`src/rtl/exc_entry_pkg.sv`:
```
package exc_entry_pkg;

   // Cause codes, as reported on cause_o
   typedef enum logic [1:0] {
      CS_IRQ  = 2'd0,
      CS_NMI  = 2'd1,
      CS_BRK  = 2'd2,
      CS_BUSF = 2'd3
   } exc_cause_e;

   typedef enum logic [1:0] {
      ST_IDLE  = 2'd0,
      ST_SAVE  = 2'd1,
      ST_VREAD = 2'd2,
      ST_DONE  = 2'd3
   } seq_state_e;

endpackage

```
`src/rtl/exc_accept.sv`:
```
module exc_accept
   import exc_entry_pkg::*;
#(
   parameter int XLEN      = 32,
   parameter int VEC_W     = 8,
   parameter int VER_W     = 8,
   parameter int I_BIT     = 5,
   parameter int M_BIT_OLD = 7,
   parameter int M_BIT_NEW = 30,
   parameter int VER_SPLIT = 32,
   parameter bit DUAL_M    = 1'b1
) (
   input  logic             irq_req,
   input  logic             irq_locked,
   input  logic             nmi_req,
   input  logic             brk_eff,
   input  logic             bf_eff,
   input  logic [XLEN-1:0]  ccs,
   input  logic [VER_W-1:0] ver,
   input  logic [VEC_W-1:0] trap_vec,
   input  logic [VEC_W-1:0] fault_vec,
   input  logic [VEC_W-1:0] irq_vec,
   output logic             take,
   output logic             nmi_ok,
   output exc_cause_e       cause,
   output logic [VEC_W-1:0] vec,
   output logic [XLEN-1:0]  m_mask
);

   localparam logic [XLEN-1:0] OLD_MASK = XLEN'(1) << M_BIT_OLD;
   localparam logic [XLEN-1:0] NEW_MASK = XLEN'(1) << M_BIT_NEW;

   logic irq_ok;

   generate
      if (DUAL_M) begin : g_dual_m
         always_comb m_mask = (int'({1'b0, ver}) < VER_SPLIT) ? OLD_MASK : NEW_MASK;
      end else begin : g_single_m
         assign m_mask = NEW_MASK;
      end
   endgenerate

   assign nmi_ok = nmi_req & (|(ccs & m_mask));
   assign irq_ok = irq_req & ccs[I_BIT] & ~irq_locked;
   assign take   = bf_eff | brk_eff | nmi_ok | irq_ok;

   always_comb begin
      cause = CS_IRQ;
      vec   = irq_vec;
      if (bf_eff) begin
         cause = CS_BUSF;
         vec   = fault_vec;
      end else if (brk_eff) begin
         cause = CS_BRK;
         vec   = trap_vec;
      end else if (nmi_ok) begin
         cause = CS_NMI;
         vec   = '0;
      end
   end


   always_comb begin
      if (take && cause == CS_IRQ) begin
         irq_gate_chk: assert (ccs[I_BIT] && !irq_locked && irq_req);
      end
   end

endmodule

```
`src/rtl/exc_ctx_calc.sv`:
```
module exc_ctx_calc
   import exc_entry_pkg::*;
#(
   parameter int XLEN    = 32,
   parameter int VEC_W   = 8,
   parameter int DSLOT_W = 2,
   parameter int U_BIT   = 8
) (
   input  exc_cause_e         cause,
   input  logic [VEC_W-1:0]   vec,
   input  logic [XLEN-1:0]    pc,
   input  logic [DSLOT_W-1:0] dslot,
   input  logic [XLEN-1:0]    ccs,
   input  logic [XLEN-1:0]    sp,
   input  logic [XLEN-1:0]    ksp,
   input  logic [XLEN-1:0]    ebp,
   input  logic [XLEN-1:0]    m_mask,
   output logic [XLEN-1:0]    ret_addr,
   output logic [XLEN-1:0]    exs,
   output logic [XLEN-1:0]    ccs_new,
   output logic [XLEN-1:0]    sp_new,
   output logic [XLEN-1:0]    usp_new,
   output logic               swap,
   output logic [XLEN-1:0]    vaddr
);

   localparam int HIST_SH = 10;
   localparam int KEEP_HI = 2;

   logic [XLEN-1:0] ccs_m;

   assign ccs_m    = (cause == CS_NMI) ? (ccs & ~m_mask) : ccs;
   assign ccs_new  = {ccs_m[XLEN-1 -: KEEP_HI], ccs_m[XLEN-KEEP_HI-HIST_SH-1:0], {HIST_SH{1'b0}}};
   assign ret_addr = pc - XLEN'(dslot);
   assign exs      = {{(XLEN-16){1'b0}}, vec[7:0], 8'h00};
   assign swap     = ccs[U_BIT];
   assign sp_new   = swap ? ksp : sp;
   assign usp_new  = sp;
   assign vaddr    = ebp + (XLEN'(vec) << 2);

endmodule

```
`src/rtl/exc_entry_seq.sv`:
```
module exc_entry_seq
   import exc_entry_pkg::*;
#(
   parameter int XLEN      = 32,
   parameter int VEC_W     = 8,
   parameter int DSLOT_W   = 2,
   parameter int VER_W     = 8,
   parameter int I_BIT     = 5,
   parameter int U_BIT     = 8,
   parameter int M_BIT_OLD = 7,
   parameter int M_BIT_NEW = 30,
   parameter int VER_SPLIT = 32,
   parameter bit DUAL_M    = 1'b1
) (
   input  logic               clk,
   input  logic               rst_n,
   input  logic               irq_req,
   input  logic               irq_locked,
   input  logic               nmi_req,
   input  logic               brk_req,
   input  logic               bus_fault_req,
   input  logic [VEC_W-1:0]   trap_vec,
   input  logic [VEC_W-1:0]   fault_vec,
   input  logic [VEC_W-1:0]   irq_vec,
   input  logic [XLEN-1:0]    pc_i,
   input  logic [DSLOT_W-1:0] dslot_i,
   input  logic [XLEN-1:0]    ccs_i,
   input  logic [XLEN-1:0]    sp_i,
   input  logic [XLEN-1:0]    ksp_i,
   input  logic [XLEN-1:0]    ebp_i,
   input  logic [VER_W-1:0]   ver_i,
   output logic               rd_req,
   output logic [XLEN-1:0]    rd_addr,
   input  logic               rd_valid,
   input  logic [XLEN-1:0]    rd_data,
   output logic               busy,
   output logic               done,
   output logic [1:0]         cause_o,
   output logic [XLEN-1:0]    new_pc,
   output logic [XLEN-1:0]    erp_o,
   output logic               erp_we,
   output logic [XLEN-1:0]    nrp_o,
   output logic               nrp_we,
   output logic [XLEN-1:0]    exs_o,
   output logic [XLEN-1:0]    ccs_o,
   output logic [XLEN-1:0]    sp_o,
   output logic [XLEN-1:0]    usp_o,
   output logic               stk_swap,
   output logic               fatal
);

   // elaboration-time parameter checks
   if (XLEN < 32) begin : g_bad_xlen
      $error("exc_entry_seq: XLEN must be at least 32");
   end
   if (VEC_W < 8 || VEC_W > XLEN - 2) begin : g_bad_vec
      $error("exc_entry_seq: VEC_W out of range");
   end
   if (U_BIT > 9 || I_BIT >= XLEN || M_BIT_OLD >= XLEN || M_BIT_NEW >= XLEN) begin : g_bad_bits
      $error("exc_entry_seq: flag bit position out of range");
   end
   if (DSLOT_W < 1 || DSLOT_W >= XLEN) begin : g_bad_ds
      $error("exc_entry_seq: DSLOT_W out of range");
   end

   seq_state_e         state_q, state_d;
   exc_cause_e         cause_q, acc_cause;
   logic [VEC_W-1:0]   vec_q, acc_vec;
   logic [XLEN-1:0]    pc_q, ccs_q, sp_q, ksp_q, ebp_q, mmask_q, acc_mmask, newpc_q;
   logic [DSLOT_W-1:0] dslot_q;
   logic               brk_pend_q, bf_pend_q, fatal_q;
   logic               acc_take, acc_nmi_ok, brk_eff, bf_eff, leave_rd;
   logic [XLEN-1:0]    ret_addr, vaddr;

   assign brk_eff  = brk_pend_q | brk_req;
   assign bf_eff   = bf_pend_q | bus_fault_req;
   assign leave_rd = (state_q == ST_VREAD) && rd_valid;

   exc_accept #(
      .XLEN(XLEN), .VEC_W(VEC_W), .VER_W(VER_W), .I_BIT(I_BIT),
      .M_BIT_OLD(M_BIT_OLD), .M_BIT_NEW(M_BIT_NEW),
      .VER_SPLIT(VER_SPLIT), .DUAL_M(DUAL_M)
   ) u_accept (
      .irq_req   (irq_req),
      .irq_locked(irq_locked),
      .nmi_req   (nmi_req),
      .brk_eff   (brk_eff),
      .bf_eff    (bf_eff),
      .ccs       (ccs_i),
      .ver       (ver_i),
      .trap_vec  (trap_vec),
      .fault_vec (fault_vec),
      .irq_vec   (irq_vec),
      .take      (acc_take),
      .nmi_ok    (acc_nmi_ok),
      .cause     (acc_cause),
      .vec       (acc_vec),
      .m_mask    (acc_mmask)
   );

   exc_ctx_calc #(
      .XLEN(XLEN), .VEC_W(VEC_W), .DSLOT_W(DSLOT_W), .U_BIT(U_BIT)
   ) u_ctx (
      .cause   (cause_q),
      .vec     (vec_q),
      .pc      (pc_q),
      .dslot   (dslot_q),
      .ccs     (ccs_q),
      .sp      (sp_q),
      .ksp     (ksp_q),
      .ebp     (ebp_q),
      .m_mask  (mmask_q),
      .ret_addr(ret_addr),
      .exs     (exs_o),
      .ccs_new (ccs_o),
      .sp_new  (sp_o),
      .usp_new (usp_o),
      .swap    (stk_swap),
      .vaddr   (vaddr)
   );

   always_comb begin
      state_d = state_q;
      unique case (state_q)
         ST_IDLE:  if (acc_take) state_d = ST_SAVE;
         ST_SAVE:  state_d = ST_VREAD;
         ST_VREAD: if (rd_valid) state_d = ST_DONE;
         ST_DONE:  state_d = ST_IDLE;
         default:  state_d = ST_IDLE;
      endcase
   end

   always_ff @(posedge clk or negedge rst_n) begin
      if (!rst_n) begin
         state_q    <= ST_IDLE;
         cause_q    <= CS_IRQ;
         vec_q      <= '0;
         pc_q       <= '0;
         dslot_q    <= '0;
         ccs_q      <= '0;
         sp_q       <= '0;
         ksp_q      <= '0;
         ebp_q      <= '0;
         mmask_q    <= '0;
         newpc_q    <= '0;
         brk_pend_q <= 1'b0;
         bf_pend_q  <= 1'b0;
         fatal_q    <= 1'b0;
      end else begin
         state_q <= state_d;
         if (state_q == ST_IDLE && acc_take) begin
            cause_q <= acc_cause;
            vec_q   <= acc_vec;
            pc_q    <= pc_i;
            dslot_q <= dslot_i;
            ccs_q   <= ccs_i;
            sp_q    <= sp_i;
            ksp_q   <= ksp_i;
            ebp_q   <= ebp_i;
            mmask_q <= acc_mmask;
         end
         if (leave_rd) newpc_q <= rd_data;
         brk_pend_q <= brk_eff & ~(leave_rd && cause_q == CS_BRK);
         bf_pend_q  <= bf_eff  & ~(leave_rd && cause_q == CS_BUSF);
         fatal_q    <= fatal_q | (bus_fault_req & bf_pend_q);
      end
   end

   assign rd_req  = (state_q == ST_VREAD);
   assign rd_addr = vaddr;
   assign busy    = (state_q != ST_IDLE);
   assign done    = (state_q == ST_DONE);
   assign cause_o = cause_q;
   assign new_pc  = newpc_q;
   assign erp_o   = ret_addr;
   assign nrp_o   = ret_addr;
   assign erp_we  = done && (cause_q != CS_NMI);
   assign nrp_we  = done && (cause_q == CS_NMI);
   assign fatal   = fatal_q;


   done_pulse_chk: assert property (@(posedge clk) disable iff (!rst_n)
      done |=> !done);


   done_after_read_chk: assert property (@(posedge clk) disable iff (!rst_n)
      done |-> $past(rd_req && rd_valid));


   rd_hold_chk: assert property (@(posedge clk) disable iff (!rst_n)
      (rd_req && !rd_valid) |=> (rd_req && $stable(rd_addr)));


   fatal_sticky_chk: assert property (@(posedge clk) disable iff (!rst_n)
      fatal |=> fatal);


   nmi_first_chk: assert property (@(posedge clk) disable iff (!rst_n)
      (state_q == ST_IDLE && acc_nmi_ok && !brk_eff && !bf_eff) |=> (cause_o == 2'd1));

endmodule

```
`config.mk`:
```
export PLATFORM = sky130hd
export DESIGN_NAME = exc_entry_seq
export DESIGN_NICKNAME = d
export VERILOG_FILES = /design/src/rtl/exc_entry_pkg.sv /design/src/rtl/exc_accept.sv /design/src/rtl/exc_ctx_calc.sv /design/src/rtl/exc_entry_seq.sv
export SDC_FILE = /design/constraint.sdc
export NUM_CORES = 1
export LEC_CHECK = 0
export CORE_AREA = 2 2 196 198
export CTS_CLUSTER_SIZE = 40
export DETAILED_ROUTE_END_ITERATION = 6
export DIE_AREA = 0 0 198 200
export GPL_TIMING_DRIVEN = 0
export PLACE_DENSITY_LB_ADDON = 0.12
export SYNTH_ARGS = -nofsm -noshare
export SYNTH_HDL_FRONTEND = slang
export SYNTH_HIERARCHICAL = 1
export SYNTH_SLANG_ARGS = --single-unit
```
`constraint.sdc`:
```
create_clock -name clk -period 3.4 [get_ports clk]
set_input_delay 0.34 -clock clk [delete_from_list [all_inputs] [get_ports clk]]
set_output_delay 0.34 -clock clk [all_outputs]
set_load 0.03 [all_outputs]
```
# Word-level counts from Yosys, hierarchy flattened

Index checks and enable logic that the tools add are counted.

Register bits: 241
Input port bits: 234
Output and inout bits: 265
Logic and storage cells: 66

Add/subtract/negate cells: 2
$lt $le $gt $ge: 1
Eq/ne operators: 9
Muxes and demuxes: 12
Bitwise operators: 18
Reduce and logical (&&, ||, !) cells: 10

Operators with widths:

| kind                                                                         | number |
|---|---|
| 32-bit AND                                                                   | 2 |
| 32-bit two-way mux                                                           | 2 |
| 32-bit by 10-bit adder with 32-bit output                                    | 1 |
| 32-bit inverter                                                              | 1 |
| 32-bit OR reduction                                                          | 1 |
| 32-bit by 2-bit subtractor with 32-bit output                                | 1 |
| 31-bit two-way mux                                                           | 1 |
| 8-bit two-way mux                                                            | 3 |
| 2-bit == test, second input constant                                         | 4 |
| 8-bit by 6-bit less-than comparator with 1-bit output, second input constant | 1 |
| 2-bit two-way mux                                                            | 4 |
| 2-bit case mux with 4 select lines                                           | 1 |
| 1-bit AND                                                                    | 6 |
| 1-bit logical AND                                                            | 6 |
| 1-bit OR                                                                     | 6 |
| 2-bit by 1-bit == test with 1-bit output, second input constant              | 2 |
| 2-bit by 1-bit != test with 1-bit output, second input constant              | 2 |
| 1-bit inverter                                                               | 3 |
| 2-bit zero test                                                              | 1 |
| 2-bit != test, second input constant                                         | 1 |
| 2-bit AND reduction                                                          | 1 |
| 2-bit nonzero test                                                           | 1 |
| 1-bit two-way mux                                                            | 1 |

# Logic depth before layout (Yosys ltp)

Word-level depth: 9
Depth in mapped cells: 8
Mapped depth without buffers: 8

# Cells and area by module

The synthesis kept the hierarchy.

By module, submodules not included:

| module        | times used | cells each | area an instance (um^2) | sequential area each (um^2) |
|---|---|---|---|---|
| exc_entry_seq | 1          | 558        | 9335.2                  | 6030.8 |
| exc_ctx_calc  | 1          | 333        | 2557.5                  | 0.0 |
| exc_accept    | 1          | 72         | 461.7                   | 0.0 |

# Worst setup path after synthesis

OpenSTA, ideal clock, no wires.

Kind: register to output
Start point: register dslot_q[1]
End point: output port nrp_o[29]
Data arrival time: 2.501 ns
Data required time: 3.060 ns
Slack: 0.559 ns
Cell stages (with the launch flop): 9
Buffers on the path: 1
Cells stage by stage: dfrtp_1 > inv_1 > ha_1 > or2_2 > a2111oi_4 > nand3_4 > nor4_4 > xor2_1 > buf_4

Cells in the longest elaborated chain, start to end: 1

Ends and longest elaborated chain:

| item                                          | line                 | source |
|---|---|---|
| start, declared                               | exc_entry_seq.sv:70  | `logic [DSLOT_W-1:0] dslot_q;` |
| start signal, assigned                        | exc_entry_seq.sv:155 | `dslot_q <= dslot_i;` |
| 32-bit by 2-bit subtractor with 32-bit output | exc_ctx_calc.sv:34   | `assign ret_addr = pc - XLEN'(dslot);` |
| end, declared                                 | exc_entry_seq.sv:42  | `output logic [XLEN-1:0] nrp_o,` |

Every way passes these cells.

# Worst setup path in the final report

Start point: register pc_q[20]
End point: output port nrp_o[31]

Cells in the longest elaborated chain, start to end: 1

Ends and longest elaborated chain:

| item                                          | line                 | source |
|---|---|---|
| start, declared                               | exc_entry_seq.sv:69  | `logic [XLEN-1:0] pc_q, ccs_q, sp_q, ksp_q, ebp_q, mmask_q, acc_mmask, newpc_q;` |
| start signal, assigned                        | exc_entry_seq.sv:154 | `pc_q <= pc_i;` |
| 32-bit by 2-bit subtractor with 32-bit output | exc_ctx_calc.sv:34   |  |

Every way passes these cells.

==> results.toml <==
[run_status]
outcome = "finished, final reports clean"

[power]
powerDensity_nw_per_um2 = 1156
total_power_w = 0.02093
total_leakage_power_nw = 7.870
ir_drop_mv = 0.6690

[sta]
fin_ws_ns = 0.07564
finClkSkew_ns = 0.01047
final.min_clock_period_ns = 3.324
drv_slew = 0
worstMarginPinSlew_ns = 0.6442
rsz0062_at_grt = "true"
setup_viol = 0
fmax_ghz = 0.3008
hold_violations = 0
maxSlewHeadroom_pct = 56.89
fin_crit_sh_pct = 97.78

[global_route]
grt_usage_pct = 16.84
grt_pass1_vias = 8697
grt_overflow = 0
antenna_found_initial = 4
grt_max_degree = 102
grt_pass1_wl_mm = 51.00

[route]
drtAntennaViolNets = 0
wl_per_cell_um = 17.41
dr.first_iter.drc_count = 215
drc_errors = 0
firstDrtPassIters = 4
vias_per_cell = 4.348
dr_total_vias = 8678
totalWireLength_mm = 34.76

[clock_tree]
clk_path_buf_depth = 3
clock-sinks = 221
htree_levels = 1
clockRootBuffer = "clkbuf_16"
cts_buffers = 28
clk_pin_slew_ns = 0.06
cts_tree = "done"
clk_latency_ns = 0.54

[place]
post-place-ws_ns = -0.2237
hpwl_mm = 26.62
routabilityCongestion = 0.8416
port-buffer-count = 449

[critical_path]
reg2reg_slack_ns = 0.54
end_kind = "primary output"
required_ns = 3.06
arrival_ns = 2.98
critPathLaunchType = "register"
critical_path_class = "reg2out"
path_max_fanout = 5

[floorplanning]
io_pins = 499
dieHeight_um = 200
fp-row-count = 71
core-area_um2 = 37400
die_w_um = 198
start_util_pct = 30.89
die_area_um2 = 39600

[final_layout]
syn2layout_area_growth_pct = 56.66
final_core_util_pct = 48.40
layout-drive-gt1-share_pct = 28.56
nets = 1712
fillers = 3501

[job]
cap_violations = 0

[synth]
syn_avg_cell_area_um2 = 12.65
netlist_instances = 913
synth.yosys.warnings = 6
syn-cell-area_um2 = 11550

[hold_path]
hold_path_class = "in2async"
worst max-delay path, stage by stage, from the launching register on:
cell and delay, ns:
dfrtp_1 0.40, or4_4 0.59, nor4_4 0.30, buf_4 0.16, nand3_4 0.10, nor3_2 0.24
xor2_2 0.24, buf_4 0.14, clkdlybuf4s15_2 0.28
layer usage:
metal,wire (um),track usage (%),up-vias
li1,-,-,4094
met1,13840,19.86,4219
met2,17230,29.56,314
met3,2963,5.662,49
met4,706,4.149,2
met5,13,0,-
area by class of cell:
| class | count | area, um2 | share of cell area, % |
|---|---|---|---|
| Sequential cell | 221 | 5532 | 30.56 |
| Multi-Input combinational cell | 560 | 5157 | 28.49 |
| Timing Repair Buffer | 467 | 4541 | 25.09 |
| Buffer | 164 | 1254 | 6.927 |
| Clock buffer | 42 | 804.5 | 4.445 |
| Tap cell | 511 | 639.4 | 3.532 |
| Clock inverter | 7 | 87.58 | 0.4839 |
| Inverter | 20 | 75.07 | 0.4148 |
| Antenna cell | 4 | 10.01 | 0.05530 |
final timing paths:
path,to,startpoint,cells past startpoint
worst max-delay path,nrp_o[31],pc_q[20]$_DFFE_PN0P_,8
worst min-delay path,ebp_q[10]$_DFFE_PN0P_,rst_n,2
min in group clk,sp_q[5]$_DFFE_PN0P_,sp_i[5],2
worst max register to register,ksp_q[3]$_DFFE_PN0P_,bf_pend_q$_DFF_PN0_,8
max in group asynchronous,sp_q[15]$_DFFE_PN0P_,rst_n,3
worst min register to register,fatal$_DFF_PN0_,fatal$_DFF_PN0_,1
what timing repair did:
| item | 4_1_cts | 5_1_grt |
|---|---|---|
| pin swaps | 12 | 12 |
| hold buffers | 1 | 0 |
| buffers inserted | 5 | 10 |
| hold endpoints to repair | 43 | 0 |
| resized for setup | 151 | 90 |
| setup endpoints to repair | 73 | 67 |
stage by stage:
stage / setup TNS [ns] / hold slack, ns / cell area, um2 / std cells
2_1_floorplan: 0 / 0.04441 / 11750 / 965
3_3_place_gp: -1865.18 / 0.4411 / 16880 / 1925
3_5_place_dp: -1.762 / 0.2704 / 16940 / 1927
4_1_cts: -0.2660 / 0.3004 / 17980 / 1982
5_1_grt: -0.1803 / 0.3268 / 18090 / 1993
6_report: 0 / 0.3176 / 18100 / 1996
sequential cells by signal, summed over array words and instances (netlist names), 2 cells and up:
| register | cells |
|---|---|
| cause_o | 2 |
| ccs_q | 22 |
| dslot_q | 2 |
| ebp_q | 32 |
| ksp_q | 32 |
| mmask_q | 22 |
| new_pc | 32 |
| pc_q | 32 |
| sp_q | 32 |
| state_q | 2 |
| vec_q | 8 |
cell usage in the layout, fill, tap and decap left out, drive strengths merged, types with 8 or more instances in the layout:
cell,instances
clkdlybuf4s50,372
mux2,249
dfrtp,221
buf,190
clkbuf,68
conb,54
xor2,34
nand2,32
dlygate4sd2,24
a21boi,23
xnor2,21
inv,20
nor2,18
nand3,15
ha,14
clkdlybuf4s15,13
nor3,13
a21oi,10
o21ai,8
report_power, final:
group	switching [W]	internal (W)	leakage [nW]
logic	0.00700	0.00600	4.86
registers	0.00104	0.00400	2.57
clock network	0.00113	0.00177	0.435
(Power assumes the default switching activity.)
